===== src/rtl/smb_ptr_pkg.sv =====
package smb_ptr_pkg;

    localparam int BYTE_W = 8;

    typedef enum logic [3:0] {
        ST_IDLE,
        ST_ADDR,
        ST_ADDR_CHK,
        ST_ACK_A,
        ST_DATA,
        ST_DATA_END,
        ST_ACK_D,
        ST_TX,
        ST_TX_END,
        ST_MACK,
        ST_RELOAD
    } st_e;

    typedef struct packed {
        st_e               st;
        logic [2:0]        bitcnt;
        logic [BYTE_W-1:0] shreg;
        logic              rw;
        logic [1:0]        idx;
        logic [BYTE_W-1:0] ptr;
        logic              oe;
        logic              wr_en;
        logic [BYTE_W-1:0] wr_data;
    } fsm_s;

endpackage


===== src/rtl/smb_sync.sv =====
module smb_sync #(
    parameter int   STAGES  = 2,
    parameter logic RST_VAL = 1'b1
) (
    input  logic clk,
    input  logic rst_n,
    input  logic d,
    output logic q
);
    logic [STAGES-1:0] r_q;

    for (genvar g = 0; g < STAGES; g++) begin : g_stage
        if (g == 0) begin : g_first
            always_ff @(posedge clk or negedge rst_n) begin
                if (!rst_n) r_q[0] <= RST_VAL;
                else        r_q[0] <= d;
            end
        end else begin : g_next
            always_ff @(posedge clk or negedge rst_n) begin
                if (!rst_n) r_q[g] <= RST_VAL;
                else        r_q[g] <= r_q[g-1];
            end
        end
    end

    assign q = r_q[STAGES-1];
endmodule


===== src/rtl/smb_cond_det.sv =====
module smb_cond_det #(
    parameter int SYNC_STAGES = 2
) (
    input  logic clk,
    input  logic rst_n,
    input  logic scl_i,
    input  logic sda_i,
    output logic sda_s,
    output logic scl_rise,
    output logic scl_fall,
    output logic start,
    output logic stop
);
    logic scl_s;
    logic scl_q, sda_q;

    smb_sync #(.STAGES(SYNC_STAGES), .RST_VAL(1'b1)) scl_sync_i (
        .clk(clk), .rst_n(rst_n), .d(scl_i), .q(scl_s)
    );
    smb_sync #(.STAGES(SYNC_STAGES), .RST_VAL(1'b1)) sda_sync_i (
        .clk(clk), .rst_n(rst_n), .d(sda_i), .q(sda_s)
    );

    always_ff @(posedge clk or negedge rst_n) begin
        if (!rst_n) begin
            scl_q <= 1'b1;
            sda_q <= 1'b1;
        end else begin
            scl_q <= scl_s;
            sda_q <= sda_s;
        end
    end

    assign scl_rise = scl_s & ~scl_q;
    assign scl_fall = ~scl_s & scl_q;
    assign start    = scl_s & scl_q & sda_q & ~sda_s;
    assign stop     = scl_s & scl_q & ~sda_q & sda_s;
endmodule


===== src/rtl/ptr_reg_slave.sv =====
module ptr_reg_slave
    import smb_ptr_pkg::*;
#(
    parameter logic [6:0] DEV_ADDR    = 7'b0101110,
    parameter int         SYNC_STAGES = 2
) (
    input  logic              clk,
    input  logic              rst_n,
    input  logic              scl_i,
    input  logic              sda_i,
    output logic              sda_oe,
    output logic              reg_wr_en,
    output logic [BYTE_W-1:0] reg_wr_addr,
    output logic [BYTE_W-1:0] reg_wr_data,
    output logic [BYTE_W-1:0] reg_rd_addr,
    input  logic [BYTE_W-1:0] reg_rd_data
);
    localparam logic [2:0] LAST_BIT = 3'(BYTE_W - 1);

    logic sda_s, scl_rise, scl_fall, start, stop;
    fsm_s s_d, s_q;

    smb_cond_det #(.SYNC_STAGES(SYNC_STAGES)) cond_i (
        .clk(clk), .rst_n(rst_n), .scl_i(scl_i), .sda_i(sda_i),
        .sda_s(sda_s), .scl_rise(scl_rise), .scl_fall(scl_fall),
        .start(start), .stop(stop)
    );

    always_comb begin
        s_d       = s_q;
        s_d.wr_en = 1'b0;
        if (stop) begin
            s_d.st = ST_IDLE;
            s_d.oe = 1'b0;
        end else if (start) begin
            s_d.st     = ST_ADDR;
            s_d.bitcnt = '0;
            s_d.oe     = 1'b0;
            s_d.idx    = '0;
        end else begin
            unique case (s_q.st)
                ST_IDLE: ;
                ST_ADDR, ST_DATA: begin
                    if (scl_rise) begin
                        s_d.shreg = {s_q.shreg[BYTE_W-2:0], sda_s};
                        if (s_q.bitcnt == LAST_BIT)
                            s_d.st = (s_q.st == ST_ADDR) ? ST_ADDR_CHK : ST_DATA_END;
                        else
                            s_d.bitcnt = s_q.bitcnt + 3'd1;
                    end
                end
                ST_ADDR_CHK: begin
                    if (scl_fall) begin
                        if (s_q.shreg[BYTE_W-1:1] == DEV_ADDR) begin
                            s_d.rw = s_q.shreg[0];
                            s_d.oe = 1'b1;
                            s_d.st = ST_ACK_A;
                        end else begin
                            s_d.st = ST_IDLE;
                        end
                    end
                end
                ST_ACK_A: begin
                    if (scl_fall) begin
                        s_d.bitcnt = '0;
                        if (s_q.rw) begin
                            s_d.shreg = reg_rd_data;
                            s_d.oe    = ~reg_rd_data[BYTE_W-1];
                            s_d.st    = ST_TX;
                        end else begin
                            s_d.oe  = 1'b0;
                            s_d.idx = '0;
                            s_d.st  = ST_DATA;
                        end
                    end
                end
                ST_DATA_END: begin
                    if (scl_fall) begin
                        s_d.oe = 1'b1;
                        s_d.st = ST_ACK_D;
                        if (s_q.idx == 2'd0) begin
                            s_d.ptr = s_q.shreg;
                        end else if (s_q.idx == 2'd1) begin
                            s_d.wr_en   = 1'b1;
                            s_d.wr_data = s_q.shreg;
                        end
                        if (s_q.idx != 2'd2) s_d.idx = s_q.idx + 2'd1;
                    end
                end
                ST_ACK_D: begin
                    if (scl_fall) begin
                        s_d.oe     = 1'b0;
                        s_d.bitcnt = '0;
                        s_d.st     = ST_DATA;
                    end
                end
                ST_TX: begin
                    if (scl_rise) begin
                        if (s_q.bitcnt == LAST_BIT) s_d.st = ST_TX_END;
                        else                        s_d.bitcnt = s_q.bitcnt + 3'd1;
                    end else if (scl_fall) begin
                        s_d.shreg = {s_q.shreg[BYTE_W-2:0], 1'b0};
                        s_d.oe    = ~s_q.shreg[BYTE_W-2];
                    end
                end
                ST_TX_END: begin
                    if (scl_fall) begin
                        s_d.oe = 1'b0;
                        s_d.st = ST_MACK;
                    end
                end
                ST_MACK: begin
                    if (scl_rise) s_d.st = sda_s ? ST_IDLE : ST_RELOAD;
                end
                ST_RELOAD: begin
                    if (scl_fall) begin
                        s_d.shreg  = reg_rd_data;
                        s_d.oe     = ~reg_rd_data[BYTE_W-1];
                        s_d.bitcnt = '0;
                        s_d.st     = ST_TX;
                    end
                end
                default: s_d.st = ST_IDLE;
            endcase
        end
    end

    always_ff @(posedge clk or negedge rst_n) begin
        if (!rst_n) begin
            s_q         <= '0;
            s_q.st      <= ST_IDLE;
        end else begin
            s_q <= s_d;
        end
    end

    assign sda_oe      = s_q.oe;
    assign reg_wr_en   = s_q.wr_en;
    assign reg_wr_addr = s_q.ptr;
    assign reg_wr_data = s_q.wr_data;
    assign reg_rd_addr = s_q.ptr;
endmodule


===== config.mk =====
export PLATFORM = sky130hd
export DESIGN_NAME = ptr_reg_slave
export DESIGN_NICKNAME = d
export VERILOG_FILES = /design/src/rtl/smb_ptr_pkg.sv /design/src/rtl/smb_sync.sv /design/src/rtl/smb_cond_det.sv /design/src/rtl/ptr_reg_slave.sv
export SDC_FILE = /design/constraint.sdc
export NUM_CORES = 1
export LEC_CHECK = 0
export ABC_CLOCK_PERIOD_IN_PS = 2100
export BUFFER_PORTS_ARGS = -buffer_cell sky130_fd_sc_hd__buf_2
export CAP_MARGIN = 10
export CORE_ASPECT_RATIO = 1.25
export CORE_MARGIN = 4
export CORE_UTILIZATION = 28
export DETAILED_ROUTE_END_ITERATION = 8
export PLACE_DENSITY = 0.49
export SKIP_LAST_GASP = 1
export SYNTH_ARGS = -nofsm -noshare
export SYNTH_HDL_FRONTEND = slang
export SYNTH_SLANG_ARGS = --single-unit
export TNS_END_PERCENT = 30

===== constraint.sdc =====
create_clock -name clk -period 2.1 [get_ports clk]
set_input_delay 0.315 -clock clk [delete_from_list [all_inputs] [get_ports clk]]
set_output_delay 0.315 -clock clk [all_outputs]
set_load 0.05 [all_outputs]

==> impl_metrics.yaml <==
timing:
  finalHoldViolCount: 0
  grt_setup_unrepaired: "yes"
  final.period_utilization_pct: 96.5
  setup_viol: 0
  worst_slew_pin_slew_ns: 0.549
  maxSlewViolCount: 0
  clock.fmax_mhz: 493
  worst_clock_skew_ns: 0.00709
  fin_crit_ns: 2.03
  maxSlewHeadroom_pct: 62.9
final_layout:
  nets: 294
  drive_gt1_share_pct: 43.3
  antenna_cells: 0
  area_delta_synth_final_pct: 21.4
  fillCellCount: 915
  largest_reg_flops: 18
  largest-register: "s_q"
  final_cells: 397
global_routing:
  met3_usage_pct: 2.39
  grt_usage_pct: 11.6
  top_usage_layer: "met2"
  gr-usage-met2_pct: 19.9
  grt_max_degree: 23
  grt_antenna_before_repair: 0
  grtUsageMet1_pct: 14.2
  grt_pass1_vias: 1943
  grt_overflow: 0
  grt_pass1_wl_mm: 9.64
synthesis:
  synth.area.mux_share_pct: 17.1
  syn_nets: 251
  ys_seq_area_share_pct: 42.9
  synth_simple_gate_area_share_pct: 12.3
  synth-compound-area-share_pct: 13.8
  synth-seq-cells: 42
  yosysWarnings: 0
  synth_fa_ha_area_share_pct: 3.04
  synthCells: 233
  syn-mean-instance-area_um2: 10.6
  synth-xor-area-share_pct: 0.710
  synth_top_family_by_area: "multiplexers"
  yosys.cell_types.count: 48
  netlist_area_um2: 2470
pwr:
  finalPower_mw: 4.39
  p_leak_nw: 1.38
  pwr_density_cell_nw_per_um2: 1470
  peakVddDrop_mv: 0.414
setup_path:
  critPathSlowestCell: "nor4b_1"
  criticalPathCategory: "reg2reg"
  max_stage_delay_ns: 0.55
  cp.required_ns: 2.29
  arrival_ns: 2.21
  end_kind: "flop"
  crit_chain: "nor4b_1, a31oi_4, o21ai_2, mux2i_1, a21oi_1"
  crit_path_max_fanout: 18
  start_kind: "flop"
cts:
  clk_latency_ns: 0.30
  cts-buffers-inserted: 5
  cts_sinks: 42
  clk_pin_slew_ns: 0.09
  h-tree-depth: 2
  clockBufferDepth: 2
  cts_tree: "yes"
  cts-root-buf: "clkbuf_8"
  cts_setup_buffers: 0
detailed_routing:
  drc: 0
  routedWlPerCell_um: 13.9
  drt_first_pass_iters: 4
  finalWirelength_mm: 5.51
  drt_iter0_drc: 82
  vias: 1836
  via_per_inst: 4.62
  postRouteAntennaNets: 0
floorplan:
  die_w_um: 92.0
  ioPinCount: 38
  std_cell_rows: 38
  die_area_um2: 10400
  core_area_um2: 8650
  initial_core_util_pct: 28.5
  die-height_um: 113
run:
  cap_violations: 0
placed_design:
  dp_hpwl_mm: 4.26
  place.gp.congestion: 0.800
  port_buffers: 37
  numPlacedInstances: 388
min_path:
  hp-class: "in2reg"
status:
  status: "finished clean"
==> Yosys cell counts, drive strengths merged <==
cell type | instances | area share (%)
mux2 | 33 | 15
nand4bb | 1 | 0.46
o2111ai | 1 | 0.35
o21ai | 11 | 2.4
nand4 | 2 | 0.51
o211ai | 3 | 0.91
o31ai | 1 | 0.30
and2 | 4 | 1.0
dfrtp | 36 | 36
nand2 | 14 | 2.1
o311a | 1 | 0.41
o22ai | 5 | 1.3
inv | 9 | 1.4
or3 | 2 | 0.51
xor2 | 1 | 0.35
nand3 | 5 | 1.0
a21oi | 8 | 2.1
nor4b | 1 | 0.35
o21bai | 1 | 0.30
clkbuf | 2 | 0.30
o32ai | 1 | 0.35
a32o | 1 | 0.41
nand2b | 7 | 1.8
o21a | 2 | 0.61
nor3 | 5 | 1.2
nor2b | 6 | 1.5
a22o | 2 | 0.71
xnor2 | 1 | 0.35
o221ai | 2 | 0.96
dfstp | 6 | 6.4
o311ai | 1 | 0.35
nand3b | 1 | 0.30
nor2 | 10 | 1.5
o41ai | 1 | 0.35
mux2i | 5 | 2.0
ha | 6 | 3.0
buf | 29 | 8.5
a31oi | 1 | 0.51
a211oi | 4 | 1.2
a21boi | 1 | 0.30
==> final cells by class <==
cell class | count | area, um2 | share of cell area (%)
clock buffers | 5 | 68.8 | 2.30
clock inverters | 3 | 68.8 | 2.30
inverters | 9 | 33.8 | 1.13
multi-input cells | 151 | 1180 | 39.3
flip-flops and latches | 42 | 1060 | 35.4
well taps | 120 | 150 | 5.01
repair buffers | 67 | 438 | 14.6
==> per-layer routing <==
layer | routed length [um] | up-vias
li1 | - | 900
met1 | 2420 | 874
met2 | 2720 | 51
met3 | 245 | 11
met4 | 132 | 0
met5 | 0 | -
==> path summary, 6_finish.rpt <==
path / startpoint / to / slack [ns] / depth (start not counted)
setup / recovery: s_q[33] / s_q[32] / 0.07 / 5
hold / removal: sda_i / cond_i.sda_sync_i.r_q[0] / 0.10 / 1
setup reg to reg: s_q[33] / s_q[32] / 0.07 / 5
hold reg to reg: cond_i.scl_sync_i.r_q[0] / cond_i.scl_sync_i.q / 0.36 / 0
max in group asynchronous: rst_n / cond_i.scl_sync_i.q / 1.02 / 3
min in group asynchronous: rst_n / s_q[31] / 0.51 / 2
==> cell usage in the layout (no fill, tap or decap), types with 7 or more instances in the layout <==
| cell type | count |
|---|---|
| a21oi_1 | 7 |
| buf_2 | 37 |
| buf_4 | 27 |
| dfrtp_1 | 35 |
| inv_1 | 8 |
| mux2_2 | 31 |
| nand2_1 | 14 |
| nand2b_1 | 7 |
| nor2_1 | 10 |
| o21ai_0 | 9 |
==> critical path, delay by kind of cell (launching register included) <==
kind | cells | cell delay, ns
compound gates | 3 | 0.56
flops | 1 | 0.53
mux | 1 | 0.26
simple gates | 1 | 0.55
==> cell families after synthesis <==
logic type               count (synthesis)
AND/OR/NAND/NOR                         58
AO/OA/AOI/OAI                           47
flip-flops                              42
buffers and inverters                   40
multiplexers                            38
adder cells (fa/ha/maj)                  6
XOR/XNOR                                 2
==> per-stage QoR <==
stage	utilization, %	hold WS (ns)	worst slack (ns)	TNS, ns	instance area, um2
2_1_floorplan	-	0.0194	0.0950	0	2470
3_3_place_gp	32.7	0.325	0.00338	0	2830
3_5_place_dp	32.7	0.326	0.0105	0	2830
4_1_cts	34.4	0.0924	0.0952	0	2980
5_1_grt	34.6	0.0868	-0.0520	-0.168	3000
6_report	34.6	0.101	0.0734	0	3000
==> power by group <==
group | leakage [nW] | internal [mW] | switching, mW
sequential | 0.526 | 1.04 | 0.250
clock | 0.0683 | 0.477 | 0.302
combinational | 0.786 | 1.01 | 1.32
total | 1.38 | 2.52 | 1.87
==> what timing repair did <==
| item | 4_1_cts | 5_1_grt |
|---|---|---|
| endpoints found under the hold margin | 12 | 0 |
| resized for setup | 1 | 3 |
| hold buffers | 1 | 0 |
| setup endpoints to repair | 1 | 10 |
No activity file was read; power rests on OpenSTA's default activity.
